--- src/rtl/fcnt_pkg.sv ---
package fcnt_pkg;
  // strobes from the measurement control to the datapath
  typedef struct packed {
    logic takeResult;   // latch the current capture as the final result
    logic clearResult;  // drop the validity of the previous result
  } fcStrobe_t;

  typedef enum logic [1:0] {
    MS_IDLE = 2'd0,
    MS_WAIT = 2'd1,
    MS_MEAS = 2'd2
  } measState_t;
endpackage

--- src/rtl/fcnt_refgen.sv ---
module fcnt_refgen #(
  parameter int PRESC = 256,
  parameter int MATCH = 15625
) (
  input  logic clk,
  input  logic rstN,
  input  logic genStart,
  input  logic genRetrig,
  output logic genLevel
);
  localparam int PW = (PRESC > 1) ? $clog2(PRESC) : 1;
  localparam int MW = (MATCH > 1) ? $clog2(MATCH) : 1;
  localparam logic [PW-1:0] PLAST = PW'(PRESC - 1);
  localparam logic [MW-1:0] MLAST = MW'(MATCH - 1);
  localparam logic [MW-1:0] HALFV = MW'(MATCH / 2);

  logic          running;
  logic [PW-1:0] prescCnt;
  logic [MW-1:0] mainCnt;

  always_ff @(posedge clk) begin
    if (!rstN) begin
      running  <= 1'b0;
      prescCnt <= '0;
      mainCnt  <= '0;
    end else begin
      if (genStart) running <= 1'b1;
      if (genStart || genRetrig) begin
        prescCnt <= '0;
        mainCnt  <= '0;
      end else if (running) begin
        if (prescCnt == PLAST) begin
          prescCnt <= '0;
          mainCnt  <= (mainCnt == MLAST) ? '0 : mainCnt + MW'(1);
        end else begin
          prescCnt <= prescCnt + PW'(1);
        end
      end
    end
  end

  assign genLevel = running && (mainCnt < HALFV);

  // a new reference period only begins from phase zero
  p_rise_at_phase0_r8: assert property (@(posedge clk) disable iff (!rstN)
    $rose(genLevel) |-> (mainCnt == '0 && prescCnt == '0));
endmodule

--- src/rtl/fcnt_datapath.sv ---
module fcnt_datapath
  import fcnt_pkg::*;
#(
  parameter int CNTW = 32,
  parameter int DIVW = 8
) (
  input  logic                 clk,
  input  logic                 rstN,
  input  logic                 refLevel,
  input  logic [DIVW-1:0]      divFactor,
  input  logic                 capFlagClr,
  input  fcStrobe_t            strobe,
  output logic                 refEvt,
  output logic [CNTW-1:0]      periodCap,
  output logic [CNTW-1:0]      widthCap,
  output logic                 capPulse,
  output logic                 capFlag,
  output logic                 capOvf,
  output logic [CNTW+DIVW-1:0] freqResult,
  output logic                 resultOk
);
  localparam int RW = CNTW + DIVW;

  logic            refPrev;
  logic [DIVW-1:0] divCnt;
  logic [DIVW-1:0] nEff;
  logic            tick;
  logic [CNTW-1:0] count;
  logic [CNTW-1:0] hiCnt;
  logic            ovfRun;
  logic [CNTW:0]   sumW;
  logic [CNTW-1:0] hiSum;
  logic            wrapNow;

  assign nEff    = (divFactor == '0) ? DIVW'(1) : divFactor;
  assign tick    = (divCnt >= nEff - DIVW'(1));
  assign refEvt  = refLevel & ~refPrev;
  assign sumW    = {1'b0, count} + {{CNTW{1'b0}}, tick};
  assign hiSum   = hiCnt + {{(CNTW-1){1'b0}}, tick & refPrev};
  assign wrapNow = sumW[CNTW];

  always_ff @(posedge clk) begin
    if (!rstN) begin
      refPrev   <= 1'b0;
      divCnt    <= '0;
      count     <= '0;
      hiCnt     <= '0;
      ovfRun    <= 1'b0;
      periodCap <= '0;
      widthCap  <= '0;
      capOvf    <= 1'b0;
      capPulse  <= 1'b0;
      capFlag   <= 1'b0;
    end else begin
      refPrev <= refLevel;
      if (refEvt) begin
        divCnt    <= '0;
        count     <= '0;
        hiCnt     <= '0;
        ovfRun    <= 1'b0;
        periodCap <= sumW[CNTW-1:0];
        widthCap  <= hiSum;
        capOvf    <= ovfRun | wrapNow;
        capPulse  <= 1'b1;
        capFlag   <= 1'b1;
      end else begin
        divCnt   <= tick ? '0 : divCnt + DIVW'(1);
        count    <= sumW[CNTW-1:0];
        hiCnt    <= hiSum;
        ovfRun   <= ovfRun | wrapNow;
        capPulse <= 1'b0;
        if (capFlagClr) capFlag <= 1'b0;
      end
    end
  end

  always_ff @(posedge clk) begin
    if (!rstN) begin
      freqResult <= '0;
      resultOk   <= 1'b0;
    end else if (strobe.takeResult) begin
      freqResult <= {{DIVW{1'b0}}, sumW[CNTW-1:0]} * {{CNTW{1'b0}}, nEff};
      resultOk   <= ~(ovfRun | wrapNow);
    end else if (strobe.clearResult) begin
      resultOk   <= 1'b0;
    end
  end

  p_width_le_period_r3: assert property (@(posedge clk) disable iff (!rstN)
    (capPulse && !capOvf) |-> (widthCap <= periodCap));
  p_flag_on_capture_r6: assert property (@(posedge clk) disable iff (!rstN)
    capPulse |-> capFlag);
  p_result_moves_on_event_r4: assert property (@(posedge clk) disable iff (!rstN)
    !$stable(freqResult) |-> $past(refEvt));
  localparam int UNUSED_RW = RW;
endmodule

--- src/rtl/fcnt_ctrl.sv ---
module fcnt_ctrl
  import fcnt_pkg::*;
(
  input  logic      clk,
  input  logic      rstN,
  input  logic      measStart,
  input  logic      refEvt,
  output fcStrobe_t strobe,
  output logic      measDone
);
  measState_t state;

  always_ff @(posedge clk) begin
    if (!rstN) begin
      state    <= MS_IDLE;
      measDone <= 1'b0;
    end else if (measStart) begin
      state    <= MS_WAIT;
      measDone <= 1'b0;
    end else begin
      case (state)
        MS_WAIT: if (refEvt) state <= MS_MEAS;
        MS_MEAS: if (refEvt) begin
          state    <= MS_IDLE;
          measDone <= 1'b1;
        end
        default: state <= MS_IDLE;
      endcase
    end
  end

  always_comb begin
    strobe.clearResult = measStart;
    strobe.takeResult  = (state == MS_MEAS) && refEvt && !measStart;
  end

  p_done_holds_r5: assert property (@(posedge clk) disable iff (!rstN)
    (measDone && !measStart) |=> measDone);
  p_start_clears_r5: assert property (@(posedge clk) disable iff (!rstN)
    measStart |=> !measDone);
  p_done_needs_event_r4: assert property (@(posedge clk) disable iff (!rstN)
    $rose(measDone) |-> $past(refEvt));
endmodule

--- src/rtl/freq_counter.sv ---
module freq_counter
  import fcnt_pkg::*;
#(
  parameter int CNTW  = 32,
  parameter int DIVW  = 8,
  parameter int PRESC = 256,
  parameter int MATCH = 15625
) (
  input  logic                 clk,
  input  logic                 rstN,
  input  logic [DIVW-1:0]      divFactor,
  input  logic                 refSel,
  input  logic                 extRef,
  input  logic                 genStart,
  input  logic                 genRetrig,
  input  logic                 measStart,
  input  logic                 capFlagClr,
  output logic [CNTW-1:0]      periodCap,
  output logic [CNTW-1:0]      widthCap,
  output logic                 capPulse,
  output logic                 capFlag,
  output logic                 capOvf,
  output logic                 measDone,
  output logic [CNTW+DIVW-1:0] freqResult,
  output logic                 resultOk
);
  logic      genLevel;
  logic      refLevel;
  logic      refEvt;
  fcStrobe_t strobe;

  fcnt_refgen #(.PRESC(PRESC), .MATCH(MATCH)) uGen (
    .clk(clk), .rstN(rstN), .genStart(genStart), .genRetrig(genRetrig),
    .genLevel(genLevel)
  );

  assign refLevel = refSel ? genLevel : extRef;

  fcnt_datapath #(.CNTW(CNTW), .DIVW(DIVW)) uPath (
    .clk(clk), .rstN(rstN), .refLevel(refLevel), .divFactor(divFactor),
    .capFlagClr(capFlagClr), .strobe(strobe), .refEvt(refEvt),
    .periodCap(periodCap), .widthCap(widthCap), .capPulse(capPulse),
    .capFlag(capFlag), .capOvf(capOvf), .freqResult(freqResult),
    .resultOk(resultOk)
  );

  fcnt_ctrl uCtrl (
    .clk(clk), .rstN(rstN), .measStart(measStart), .refEvt(refEvt),
    .strobe(strobe), .measDone(measDone)
  );
endmodule

--- config.mk ---
export PLATFORM = sky130hd
export DESIGN_NAME = freq_counter
export DESIGN_NICKNAME = d
export VERILOG_FILES = /design/src/rtl/fcnt_pkg.sv /design/src/rtl/fcnt_refgen.sv /design/src/rtl/fcnt_datapath.sv /design/src/rtl/fcnt_ctrl.sv /design/src/rtl/freq_counter.sv
export SDC_FILE = /design/constraint.sdc
export NUM_CORES = 1
export LEC_CHECK = 0
export BUFFER_PORTS_ARGS = -buffer_cell sky130_fd_sc_hd__buf_2
export CORE_MARGIN = 3
export CORE_UTILIZATION = 60
export DETAILED_ROUTE_END_ITERATION = 7
export PLACE_DENSITY = 0.79
export RECOVER_POWER = 25
export SYNTH_ARGS = -nofsm -noshare
export SYNTH_HDL_FRONTEND = slang
export SYNTH_SLANG_ARGS = --single-unit
--- constraint.sdc ---
create_clock -name clk -period 14.3 [get_ports clk]
set_input_delay 2.86 -clock clk [delete_from_list [all_inputs] [get_ports clk]]
set_output_delay 2.86 -clock clk [all_outputs]
set_load 0.005 [all_outputs]
---- After elaboration in Yosys (flattened, before gate mapping) ----
Cells that the tools add are included.
storage, ports and cells
  flip-flop bits (word level) ............. 208
  word-level logic and storage cells ...... 70
  input port bits ......................... 16
cells by class
  equality and inequality tests ........... 8
  bitwise logic cells ..................... 6
  magnitude comparators ................... 2
  muxes and demuxes ....................... 13
  reduce and logical (&&, ||, !) cells .... 16
  add/sub/neg operators ................... 6
  $mul .................................... 1
operator list
  kind                   number
  $mul 32x8->40          1
  $add 32x1->33          1
  $add 32x1->32          1
  $add 8x1->8 const B    2
  $mux 8                 2
  $add 14x1->14 const B  1
  $eq 14x14->1 const B   1
  $lt 14x13->1 const B   1
  $mux 14                1
  $eq 8x8->1 const B     1
  $ge 8x8->1             1
  $logic_not 8->1        1
  $reduce_and 2->1       4
  $sub 8x1->8 const B    1
  $mux 1                 7
  $ne 3x2->1 const B     2
  $reduce_or 2->1        3
  $mux 2                 2
  $ne 2x1->1 const B     2
  $pmux 2 s2             1
  $reduce_bool 2->1      2
  $logic_and 1x1->1      3
  $not 1->1              3
  $reduce_or 3->1        1
  6 further kinds        7

---- Longest topological paths before layout ----
  depth in word-level cells ............... 8
  depth in mapped cells ................... 43
  gate-level depth less buffers ........... 40

---- Hierarchy ----
From an unflattened synthesis, not the netlist that was laid out.
second synthesis, totals
  cells, all modules ...................... 1872
  area total of the unflattened synthesis .. 16465.8 sq um
by module, submodules not included
  module         area each (sq um)  times used  sequential area each (sq um)  cells an instance
  fcnt_datapath  15155.8            1           3643.5                        1723
  fcnt_refgen    1164.9             1           460.4                         134
  fcnt_ctrl      130.1              1           60.1                          14
  freq_counter   15.0               1           0.0                           1

---- Worst setup path after synthesis ----
No wires, ideal clock.
  path kind ............................... input to register
  from .................................... input port divFactor[2]
  to ...................................... register uPath.freqResult[38]
  cell stages on the path ................. 39
  path slack .............................. 2.714 ns
  arrival ................................. 11.455 ns
  path buffers ............................ 3
  path through ............................ clkbuf_1 -> or4_1 -> or3_1 -> nor2_1 -> or2_2 -> inv_1 -> clkbuf_1 -> ha_1 -> ha_1 -> a21o_1 -> a21o_1 -> a21o_1 -> a21o_1 -> a21oi_1 -> o21ai_0 -> ha_1 -> ha_1 -> nand4_1 -> [... 3 more ...] -> nor2b_1 -> fa_1 -> fa_1 -> fa_1 -> inv_1 -> fa_1 -> inv_1 -> ha_1 -> buf_2 -> and4_1 -> a221oi_1 -> a221oi_1 -> a2111oi_2 -> a21oi_1 -> a211o_1 -> nor3_2 -> mux2i_1 -> o22ai_1
between the ends
  longest elaborated chain between the ends .. 6
ends and longest elaborated chain
  element               RTL line             text
  start, declared       freq_counter.sv:11   input logic [DIVW-1:0] divFactor,
  $logic_not 8->1       fcnt_datapath.sv:35  assign nEff = (divFactor == '0) ? DIVW'(1) : divFactor;
  $mux 8 (*)            fcnt_datapath.sv:35
  $sub 8x1->8           fcnt_datapath.sv:36  assign tick = (divCnt >= nEff - DIVW'(1));
  $ge 8x8->1            fcnt_datapath.sv:36
  $add 32x1->33         fcnt_datapath.sv:38  assign sumW = {1'b0, count} + {{CNTW{1'b0}}, tick};
  $mul 32x8->40 (*)     fcnt_datapath.sv:82  freqResult <= {{DIVW{1'b0}}, sumW[CNTW-1:0]} * {{CNTW{1'b0}}, nEff};
  end signal, assigned  fcnt_datapath.sv:82
  end, declared         fcnt_datapath.sv:19  output logic [CNTW+DIVW-1:0] freqResult,
Mark *: on every way between the ends. The rest lies on a longest branch, timed or not.
A chain may end at the register's enable or synchronous reset.

---- Final worst setup path ----
  from .................................... input port divFactor[3]
  to ...................................... register uPath.freqResult[38]
The elaborated chain is that of the path after synthesis.

==> results.cfg <==
[outcome]
status = finished with violations
violations = max-capacitance violations, max-slew violations

[cts]
cts_sinks = 208
insertion_delay_ns = 0.54
cts_max_level = 1
cts_made_buffers = 23
cts-root-buf = clkbuf_16
clk_pin_slew_ns = 0.06
cts_resized = 0
cts_setup_buffers = 0
cts_tree = built
cts_max_path_buffers = 3
postCtsHoldBufs = 0

[worst_setup_path]
worstPathMaxFanout = 35
cpPeakStageDelay_ns = 0.76
cp-start-kind = input port
r2r_end = uPath.freqResult[38]$_SDFFE_PN0P_
cp_slowest_cell = xor2_1
critPathKind = in2reg
arrival_ns = 13.42
required_ns = 14.69
r2r-start = uPath.divCnt[0]$_SDFF_PP0_
cp-end-kind = flip-flop
ff2ff_setup_slack_ns = 5.56
rr_worst_depth = 32

[grt]
antenna_found_initial = 0
grt_pass1_wl_um = 66700
grt_pass1_vias = 13600
overflow = 0
grt_usage_pct = 28.0
grt_max_degree = 67

[synthesis]
async_reset_ff_share_pct = 0
synth_seq_cells = 208
ys_types = 59
synth-main-ff-cell = dfxtp_1
yosys_warnings = 0
seq_area_frac_synth_pct = 25.7
syn_avg_cell_area_um2 = 8.71
synth_area_um2 = 16200
synth_edf_count = 0
synthCells = 1863
syn_nets = 2136

[timing]
finalSetupTns_ns = 0
rsz0062_at_grt = false
finalWorstSetupSlack_ns = 1.28
skew_ns = 0.0108
hold_viol_final = 0
finalMaxSlewViolations = 65
slew_headroom_pct = -38.7
timing.fmax_mhz = 76.8
fin_crit_sh_pct = 91.1
setup_violations = 0
worst_slew_pin_slew_ns = 2.08
finalCriticalPeriod_ns = 13.02

[pwr]
powerDensity_nw_per_um2 = 73.2
finalPower_mw = 1.30
ir_drop_mv = 0.109
p_leak_nw = 8.02

[die]
fp.dieW_um = 170
design.die.area_um2 = 29100
die_y_um = 170
start_util_pct = 61.6
core_um2 = 26400
io_pins = 125
num_rows = 59

[finish]
num_antenna_cells = 0
drive_gt1_share_pct = 7.80
nNetsFinal = 2218
area_growth_pct = 9.65
post-route-util_pct = 67.5

[min_path]
hp-start = uPath.freqResult[12]$_SDFFE_PN0P_
hold-path-endpoint = uPath.freqResult[12]$_SDFFE_PN0P_
min_path_cells = 2
hold_path.class = reg2reg

[place]
port_buffers = 124
dp_hpwl_um = 28900
place_congestion = 0.902
pre_cts_ws_ns = 0.915

[route]
firstDrtPassIters = 5
drc = 0
drt-total-wl_um = 39200
antenna_left = 0
vias = 12900
drt-initial-drc-count = 671
viasPerCell = 5.64
wl_per_cell_um = 17.1

[flow_run]
max_cap_viol_count = 1
## per-stage QoR
stage / hold WS, ns / cells / area (µm²)
detailed placement: 0.440 / 2255 / 17100
global route: 0.467 / 2297 / 17800
finish: 0.446 / 2297 / 17800
global placement: 0.431 / 2255 / 17100
floorplan: 0.435 / 1863 / 16200
CTS: 0.447 / 2297 / 17900
## cell usage after synthesis (2+ instances only)
cell,n,area [µm²]
o21ai_1,2,10.0
nand2_1,125,469
or3_1,4,25.0
nor2_1,232,871
ha_1,77,963
nor4b_1,2,17.5
buf_2,13,65.1
o21a_1,6,45.0
xor2_1,63,552
o21ai_0,37,185
o22ai_1,2,12.5
a211o_1,6,52.6
clkbuf_1,65,244
o221ai_1,2,17.5
inv_1,216,811
a211oi_1,54,405
a21o_1,27,203
and3_1,20,125
and4_1,6,52.6
a21oi_1,66,330
o31a_1,2,17.5
nand2b_1,36,225
fa_1,180,3600
nor3b_1,3,22.5
nor3_1,8,40.0
and2_1,48,300
buf_1,5,18.8
o31ai_1,3,22.5
a221oi_1,2,17.5
xnor2_1,60,526
o211ai_1,4,30.0
mux2i_1,9,90.1
nand3_1,54,270
nor2b_1,145,907
o21bai_1,3,22.5
or4_1,4,30.0
dfxtp_1,208,4160
or2_2,15,93.8
a41oi_1,2,17.5
a31oi_1,7,43.8
nand4_1,22,138
## worst max-delay path, delay by kind of cell
family / cells / cell delay, ns
compound gates: 12 / 2.28
fa+ha+maj: 8 / 3.51
simple gates: 11 / 2.94
mux: 1 / 0.21
buf+inv: 4 / 0.83
xor+xnor: 1 / 0.76
## area by class of cell
cell class | instances | area (µm²)
Inverter | 216 | 812
Tap cell | 335 | 419
Clock buffer | 31 | 656
Fill cell | 2188 | 8560
Sequential cell | 208 | 4160
Clock inverter | 11 | 128
Multi-Input combinational cell | 1355 | 10900
Timing Repair Buffer | 141 | 684
## cell usage in the layout, fill, tap and decap left out, drive strengths merged, types with 60 or more instances in the layout
cell type,Yosys,routed
nor2,232,232
inv,216,217
dfxtp,208,208
fa,180,180
nor2b,145,145
nand2,125,125
buf,19,90
clkbuf,65,82
ha,77,77
a21oi,66,66
xor2,63,63
xnor2,60,60
## logic make-up (layout without fill, tap and decap cells)
| family | count (synthesis) | in the layout | synth area share [%] |
|---|---|---|---|
| fa+ha+maj | 257 | 257 | 28.1 |
| flops | 208 | 208 | 25.7 |
| compound gates | 237 | 237 | 9.55 |
| buf+inv | 300 | 399 | 7.06 |
| mux | 9 | 9 | 0.555 |
| simple gates | 729 | 729 | 22.4 |
| xor+xnor | 123 | 123 | 6.64 |
## flip-flops by register name, summed over array words and instances, names as in the netlist
| name | cells |
|---|---|
| uPath.capPulse | 1 |
| uPath.divCnt | 8 |
| uPath.capFlag | 1 |
| uPath.periodCap | 32 |
| uPath.hiCnt | 32 |
| uPath.widthCap | 32 |
| uGen.running | 1 |
| uPath.freqResult | 40 |
| uGen.prescCnt | 8 |
| uPath.ovfRun | 1 |
| uCtrl.state | 2 |
| uCtrl.measDone | 1 |
| uPath.resultOk | 1 |
| uPath.capOvf | 1 |
| uPath.count | 32 |
| uGen.mainCnt | 14 |
| uPath.refPrev | 1 |
## how the worst max path moves through the flow
stage / to / from
global placement: uPath.freqResult[38]$_SDFFE_PN0P_ / divFactor[3]
finish: uPath.freqResult[38]$_SDFFE_PN0P_ / divFactor[3]
floorplan: uPath.freqResult[38]$_SDFFE_PN0P_ / divFactor[2]
detailed placement: uPath.freqResult[38]$_SDFFE_PN0P_ / divFactor[3]
global route: uPath.freqResult[38]$_SDFFE_PN0P_ / divFactor[3]
CTS: uPath.freqResult[38]$_SDFFE_PN0P_ / divFactor[3]
## power breakdown
part	switching, mW	internal (mW)	total [mW]
clock network	0.250	0.361	0.610
logic	0.0576	0.0319	0.0895
registers	0.00871	0.594	0.603
## metal layers
layer	share of wire [%]	up-vias	global-route usage [%]
met5	0	-	0
met4	4.4	0	11.8
met3	5.5	122	5.13
met2	50	382	50.1
met1	40	6330	33.1
li1	-	6114	-
No activity file was read; power rests on OpenSTA's default activity.
